**src/rtl/wta_pkg.sv**
```systemverilog
package wta_pkg;

    // Limit RAM window
    localparam logic [7:0] LIM_BASE  = 8'h80;
    localparam int         LIM_BYTES = 6;
    localparam int         LIM_IDX_W = $clog2(LIM_BYTES);

    // Common signed compare width
    localparam int CMP_W = 16;

    // Channel widths of the compared fields
    localparam int ACC_CMP_W = 16;
    localparam int TMP_CMP_W = 8;

    // Channel indices
    typedef enum logic [0:0] {
        CH_ACC = 1'b0,
        CH_TMP = 1'b1
    } chan_e;

    // Limit shadow
    typedef struct packed {
        logic signed [ACC_CMP_W-1:0] acc_up;
        logic signed [ACC_CMP_W-1:0] acc_dn;
        logic signed [TMP_CMP_W-1:0] tmp_up;
        logic signed [TMP_CMP_W-1:0] tmp_dn;
    } lim_set_t;

    // Per-channel alarm state
    typedef struct packed {
        logic outside;
        logic sticky;
    } chan_state_t;

    // Value to load into a limit byte at reset: widest window
    function automatic logic [7:0] reset_byte(input int idx);
        case (idx)
            0:       return 8'h7F;
            1:       return 8'hFF;
            2:       return 8'h80;
            3:       return 8'h00;
            4:       return 8'h7F;
            default: return 8'h80;
        endcase
    endfunction

    // Signed window test
    function automatic logic beyond(input logic signed [CMP_W-1:0] v,
                                    input logic signed [CMP_W-1:0] up,
                                    input logic signed [CMP_W-1:0] dn);
        return (v > up) || (v < dn);
    endfunction

endpackage

```
**src/rtl/wta_limit_fetch.sv**
```systemverilog
module wta_limit_fetch
    import wta_pkg::*;
(
    input  logic       clk,
    input  logic       rst,
    output logic [7:0] rf_addr,
    input  logic [7:0] rf_rdata,
    output lim_set_t   lim
);

    localparam logic [LIM_IDX_W-1:0] LAST_IDX = LIM_IDX_W'(LIM_BYTES - 1);

    logic [LIM_IDX_W-1:0] idx_q;
    logic [7:0]           shadow_q [LIM_BYTES];

    // Scan pointer walks the limit bytes in a loop
    always_ff @(posedge clk) begin
        if (rst) begin
            idx_q <= '0;
        end else if (idx_q == LAST_IDX) begin
            idx_q <= '0;
        end else begin
            idx_q <= idx_q + 1'b1;
        end
    end

    assign rf_addr = LIM_BASE + 8'(idx_q);

    // Capture the byte addressed this cycle
    always_ff @(posedge clk) begin
        if (rst) begin
            for (int i = 0; i < LIM_BYTES; i++) begin
                shadow_q[i] <= reset_byte(i);
            end
        end else begin
            for (int i = 0; i < LIM_BYTES; i++) begin
                if (idx_q == LIM_IDX_W'(i)) begin
                    shadow_q[i] <= rf_rdata;
                end
            end
        end
    end

    // High byte at the lower address
    always_comb begin
        lim.acc_up = {shadow_q[0], shadow_q[1]};
        lim.acc_dn = {shadow_q[2], shadow_q[3]};
        lim.tmp_up = shadow_q[4];
        lim.tmp_dn = shadow_q[5];
    end

    AST_SCAN_RANGE: assert property (@(posedge clk) disable iff (rst)
        (rf_addr >= LIM_BASE) && (rf_addr < LIM_BASE + 8'(LIM_BYTES)));

    AST_SCAN_STEP: assert property (@(posedge clk) disable iff (rst)
        (rf_addr != LIM_BASE + 8'(LIM_BYTES - 1)) |=> (rf_addr == $past(rf_addr) + 8'd1));

endmodule

```
**src/rtl/wta_win_chan.sv**
```systemverilog
module wta_win_chan
    import wta_pkg::*;
#(
    parameter int VAL_W = 16,
    parameter int CW    = 16
) (
    input  logic                 clk,
    input  logic                 rst,
    input  logic                 en,
    input  logic [VAL_W-1:0]     value,
    input  logic                 stb,
    input  logic                 clr,
    input  logic signed [CW-1:0] lim_up,
    input  logic signed [CW-1:0] lim_dn,
    output chan_state_t          st
);

    logic signed [CW-1:0]    v_top;
    logic signed [CMP_W-1:0] v_ext;
    logic signed [CMP_W-1:0] up_ext;
    logic signed [CMP_W-1:0] dn_ext;
    logic                    hit;
    chan_state_t             st_q;
    chan_state_t             st_d;

    assign v_top  = value[VAL_W-1 -: CW];
    assign v_ext  = CMP_W'(v_top);
    assign up_ext = CMP_W'(lim_up);
    assign dn_ext = CMP_W'(lim_dn);
    assign hit    = beyond(v_ext, up_ext, dn_ext);

    always_comb begin
        st_d = st_q;
        if (!en) begin
            st_d = '0;
        end else begin
            if (stb) begin
                st_d.outside = hit;
            end
            // Clear honoured only once the window state is inside
            if (clr && !st_d.outside) begin
                st_d.sticky = 1'b0;
            end
            // An excursion seen now always wins
            if (stb && hit) begin
                st_d.sticky = 1'b1;
            end
        end
    end

    always_ff @(posedge clk) begin
        if (rst) begin
            st_q <= '0;
        end else begin
            st_q <= st_d;
        end
    end

    assign st = st_q;

    AST_STICKY_SOURCE: assert property (@(posedge clk) disable iff (rst)
        $rose(st.sticky) |-> $past(stb && en));

    AST_CLEAR_BLOCKED: assert property (@(posedge clk) disable iff (rst)
        (en && st.sticky && st.outside && !stb) |=> st.sticky);

    AST_WINDOW_HOLD: assert property (@(posedge clk) disable iff (rst)
        (en && !stb) |=> $stable(st.outside));

    AST_SET_WINS: assert property (@(posedge clk) disable iff (rst)
        (en && stb && clr && hit) |=> st.sticky);

    AST_DISABLED_CLEAR: assert property (@(posedge clk) disable iff (rst)
        !en |=> (st == '0));

endmodule

```
**src/rtl/wta_pio_drive.sv**
```systemverilog
module wta_pio_drive (
    input  logic clk,
    input  logic rst,
    input  logic en,
    input  logic req,
    input  logic any_alarm,
    output logic pio_n
);

    logic pio_n_q;

    always_ff @(posedge clk) begin
        if (rst) begin
            pio_n_q <= 1'b1;
        end else if (en) begin
            pio_n_q <= !any_alarm;
        end else begin
            pio_n_q <= !req;
        end
    end

    assign pio_n = pio_n_q;

    AST_PIN_ALARM: assert property (@(posedge clk) disable iff (rst)
        (en && any_alarm) |=> !pio_n);

    AST_PIN_QUIET: assert property (@(posedge clk) disable iff (rst)
        (en && !any_alarm) |=> pio_n);

    AST_PIN_FOLLOW: assert property (@(posedge clk) disable iff (rst)
        !en |=> (pio_n == !$past(req)));

endmodule

```
**src/rtl/thr_alarm.sv**
```systemverilog
module thr_alarm
    import wta_pkg::*;
#(
    parameter int ACC_W  = 16,
    parameter int TEMP_W = 10
) (
    input  logic              clk,
    input  logic              rst,
    input  logic              alarm_en,
    input  logic              pio_req,
    input  logic [ACC_W-1:0]  acc_val,
    input  logic              acc_stb,
    input  logic [TEMP_W-1:0] temp_val,
    input  logic              temp_stb,
    input  logic [1:0]        clr_flags,
    output logic [7:0]        rf_addr,
    input  logic [7:0]        rf_rdata,
    output logic              pio_n,
    output logic [1:0]        alarm_flags,
    output logic [1:0]        window_out
);

    lim_set_t    lim;
    chan_state_t st_acc;
    chan_state_t st_tmp;

    wta_limit_fetch u_fetch (
        .clk      (clk),
        .rst      (rst),
        .rf_addr  (rf_addr),
        .rf_rdata (rf_rdata),
        .lim      (lim)
    );

    wta_win_chan #(.VAL_W(ACC_W), .CW(ACC_CMP_W)) u_acc (
        .clk    (clk),
        .rst    (rst),
        .en     (alarm_en),
        .value  (acc_val),
        .stb    (acc_stb),
        .clr    (clr_flags[CH_ACC]),
        .lim_up (lim.acc_up),
        .lim_dn (lim.acc_dn),
        .st     (st_acc)
    );

    wta_win_chan #(.VAL_W(TEMP_W), .CW(TMP_CMP_W)) u_tmp (
        .clk    (clk),
        .rst    (rst),
        .en     (alarm_en),
        .value  (temp_val),
        .stb    (temp_stb),
        .clr    (clr_flags[CH_TMP]),
        .lim_up (lim.tmp_up),
        .lim_dn (lim.tmp_dn),
        .st     (st_tmp)
    );

    assign alarm_flags = {st_tmp.sticky, st_acc.sticky};
    assign window_out  = {st_tmp.outside, st_acc.outside};

    wta_pio_drive u_pio (
        .clk       (clk),
        .rst       (rst),
        .en        (alarm_en),
        .req       (pio_req),
        .any_alarm (|alarm_flags),
        .pio_n     (pio_n)
    );

    AST_RESET_IDLE: assert property (@(posedge clk)
        rst |=> (pio_n && alarm_flags == 2'b00 && window_out == 2'b00));

endmodule

```
**config.mk**
```make
export PLATFORM = sky130hd
export DESIGN_NAME = thr_alarm
export DESIGN_NICKNAME = d
export VERILOG_FILES = /design/src/rtl/wta_pkg.sv /design/src/rtl/wta_limit_fetch.sv /design/src/rtl/wta_win_chan.sv /design/src/rtl/wta_pio_drive.sv /design/src/rtl/thr_alarm.sv
export SDC_FILE = /design/constraint.sdc
export NUM_CORES = 1
export LEC_CHECK = 0
export BUFFER_PORTS_ARGS = -buffer_cell sky130_fd_sc_hd__clkbuf_2
export CAP_MARGIN = 10
export CELL_PAD_IN_SITES_DETAIL_PLACEMENT = 0
export CELL_PAD_IN_SITES_GLOBAL_PLACEMENT = 2
export CORE_UTILIZATION = 41
export CTS_BUF_LIST = sky130_fd_sc_hd__clkbuf_8
export CTS_CLUSTER_SIZE = 20
export DETAILED_ROUTE_END_ITERATION = 8
export GPL_TIMING_DRIVEN = 0
export PLACE_DENSITY = 0.88
export SLEW_MARGIN = 0
export SYNTH_ARGS = -nofsm -noshare
export SYNTH_HDL_FRONTEND = slang
export SYNTH_SLANG_ARGS = --single-unit
```
**constraint.sdc**
```tcl
create_clock -name clk -period 5 [get_ports clk]
set_input_delay 0.5 -clock clk [delete_from_list [all_inputs] [get_ports clk]]
set_output_delay 0.5 -clock clk [all_outputs]
set_load 0.01 [all_outputs]
```
==> run_results.csv <==
group,metric,value,unit
global_routing,overflow,0,
sta,maxSlewViolCount,0,
floorplan,core_area,8180,um2
worst_setup_path,crit_type,"reg2reg",
global_routing,antenna_found_initial,0,
route,route.detailed.drc,0,
worst_setup_path,crit_fanout,4,
clock_tree,clk_latency,0.31,ns
logic_synthesis,yosys_warnings,0,
clock_tree,clk_pin_slew,0.10,ns
sta,finClkSkew,0.0102,ns
sta,fin_crit_sh,42.6,%
worst_setup_path,slowest_delay,0.44,ns
hold_path,hold_path_end,"u_pio.pio_n$_SDFF_PP1_",
floorplan,die-width,93.6,um
place,place.gp.congestion,0.782,
clock_tree,cts_setup_buffers,0,
logic_synthesis,avgSynthCellArea,10.8,um2
clock_tree,cts_tree,"done",
floorplan,ios,55,
route,wl,6750,um
place,dp.cells,474,
worst_setup_path,ff2ff_path_depth,8,
floorplan,die_area,8760,um2
hold_path,hp-start,"alarm_en",
layout,fin_nets,469,
sta,setup_ws,2.87,ns
hold_path,hp-class,"in2reg",
clock_tree,clock-sinks,56,
logic_synthesis,synth_area,3440,um2
sta,fin_crit,2.13,ns
logic_synthesis,synth-seq-area-share,46.6,%
sta,setup_viol,0,
power,ir_drop,0.189,mV
route,drt-pass1-iter-count,4,
logic_synthesis,synthFlopType,"edfxtp_1",
sta,tightest_slew,0.514,ns
clock_tree,numCtsBuffers,5,
logic_synthesis,ys_seq_elements,56,
worst_setup_path,reg2reg_to,"u_acc.st[1]$_SDFF_PP0_",
floorplan,die_y,93.6,um
clock_tree,post_cts_resized,0,
logic_synthesis,synth.distinct_cells,44,
route,routedWlPerCell,14.0,um
clock_tree,clockBufferDepth,2,
layout,final_common_cell,"inv_1",
clock_tree,h-tree-depth,2,
logic_synthesis,synthArstFlopShare,0,%
global_routing,grt_pass1_wl,10700,um
sta,finalHoldViolCount,0,
global_routing,grt_pass1_vias,2287,
power,pwr_density_cell,259,nW/um2
place,place_ws,2.62,ns
worst_setup_path,cp.required,5.26,ns
sta,rsz0062_at_grt,"false",
status,status,"completed",
sta,tns,0,ns
sta,slew_headroom,65.7,%
layout,syn2layout_area_growth,14.4,%
worst_setup_path,cp_data_arrival_time,2.39,ns
route,viasPerCell,4.85,
floorplan,rows,33,
route,drtAntennaViolNets,0,
sta,fmax,0.470,GHz
floorplan,start_util,42.1,%
route,drtIter0Drc,93,
sta,holdWs,0.414,ns
worst_setup_path,r2r-start,"u_fetch.shadow_q[0][7]$_SDFFCE_PN0P_",
place,io_buffers,47,
logic_synthesis,synth.largest_area_cell,"edfxtp_1",
layout,num_antenna_cells,0,
logic_synthesis,synth_edf_count,48,
logic_synthesis,ys_top_cells_by_area,"edfxtp_1 42%, ha_1 19%, inv_1 5.8%",
worst_setup_path,cp-end-kind,"flip-flop",
logic_synthesis,netlist_instances,319,
clock_tree,cts_hold_buf,0,
hold_path,holdPathStages,2,
global_routing,grt_usage,16.4,%
global_routing,grt_max_degree,19,
worst_setup_path,cp_slowest_cell,"nor4_1",
layout,fin_cells,482,
worst_setup_path,reg2reg_setup_slack,2.87,ns
route,vias,2336,
worst_setup_path,crit_chain,"inv_1, ha_1, nand4_1, nor4_1, a21boi_2, o31ai_1, a31oi_1, o21a_1",
layout,drive_gt1_share,20.2,%
job,max_cap_violations,0,
layout,fillers,804,
clock_tree,cts_root_buf,"clkbuf_8",
logic_synthesis,synth_top_cell_area_share,41.9,%
layout,final_cell_mix,"53 x inv_1, 51 x ha_1, 48 x edfxtp_1",
place,dp_hpwl,5610,um
worst_setup_path,cp-start-kind,"flip-flop",
power,total_leakage_power,1.88,nW
routing by layer:
layer / GRT usage (%) / vias to the layer above / routed length [um]
li1: - / 1219 / -
met1: 21.7 / 1067 / 3170
met2: 27.9 / 42 / 3210
met3: 2.36 / 8 / 286
met4: 5.00 / 0 / 91
met5: 0 / - / 0
critical path, delay by kind of cell (launching register included):
family	cells	cell delay (ns)
fa+ha+maj	1	0.31
flops	1	0.34
compound gates	4	0.77
simple gates	2	0.61
buf+inv	1	0.06
worst max path at each step:
stage / start / end / slack [ns] / cells after the start
6_report: u_fetch.shadow_q[0][7]$_SDFFCE_PN0P_ / u_acc.st[1]$_SDFF_PP0_ / 2.87 / 8
5_1_grt: u_fetch.shadow_q[0][7]$_SDFFCE_PN0P_ / u_acc.st[1]$_SDFF_PP0_ / 2.72 / 8
4_1_cts: u_fetch.shadow_q[0][7]$_SDFFCE_PN0P_ / u_acc.st[1]$_SDFF_PP0_ / 2.86 / 8
3_5_place_dp: acc_val[15] / u_acc.st[1]$_SDFF_PP0_ / 2.62 / 8
3_3_place_gp: acc_val[15] / u_acc.st[1]$_SDFF_PP0_ / 2.62 / 8
2_1_floorplan: acc_val[15] / u_acc.st[0]$_SDFFE_PP0P_ / 3.00 / 7
final cells by class:
class	instances	area, um2	area share (%)
flip-flops and latches	56	1600	40.7
multi-input cells	206	1590	40.5
repair buffers	47	235	5.98
inverters	53	199	5.06
well taps	105	131	3.34
clock buffers	5	68.8	1.75
plain buffers	7	55.1	1.40
clock inverters	3	47.5	1.21
registers in the layout (all words and copies together), names as in the netlist:
signal and flops:
u_fetch.idx_q 3, u_tmp.st 2, u_pio.pio_n 1, u_fetch.shadow_q 48, u_acc.st 2
report_power, final:
part / switching (mW) / total, mW / internal [mW]
logic: 0.100 / 0.173 / 0.0726
clock network: 0.147 / 0.298 / 0.151
registers: 0.00966 / 0.545 / 0.536
total: 0.257 / 1.02 / 0.759
through the flow:
stage | utilization [%] | power, mW | area [um2]
detailed placement | 46.7 | 0.732 | 3820
floorplan | - | 0.666 | 3450
finish | 48.1 | 1.02 | 3930
global placement | 46.7 | 0.726 | 3820
CTS | 48.1 | 1.03 | 3930
global route | 48.1 | 1.07 | 3930
cells in the mapped netlist, types with 3 or more instances:
cell	number
a211o_1	3
a21o_1	8
a21oi_1	12
and2_1	17
and3_1	8
buf_4	5
dfxtp_1	8
edfxtp_1	48
ha_1	51
inv_1	53
nand2_1	12
nand2b_1	18
nand3_1	4
nand4_1	5
nor2_1	14
nor2b_1	5
o211ai_1	4
o21a_1	5
or2_2	7
kinds of logic after synthesis:
family | synth area share [%]
AO/OA/AOI/OAI | 9.64
flip-flops | 46.6
AND/OR/NAND/NOR | 17.6
buffers and inverters | 7.39
other | 0.218
adder cells (fa/ha/maj) | 18.6
Note: power is estimated with default switching activity, not from simulation.
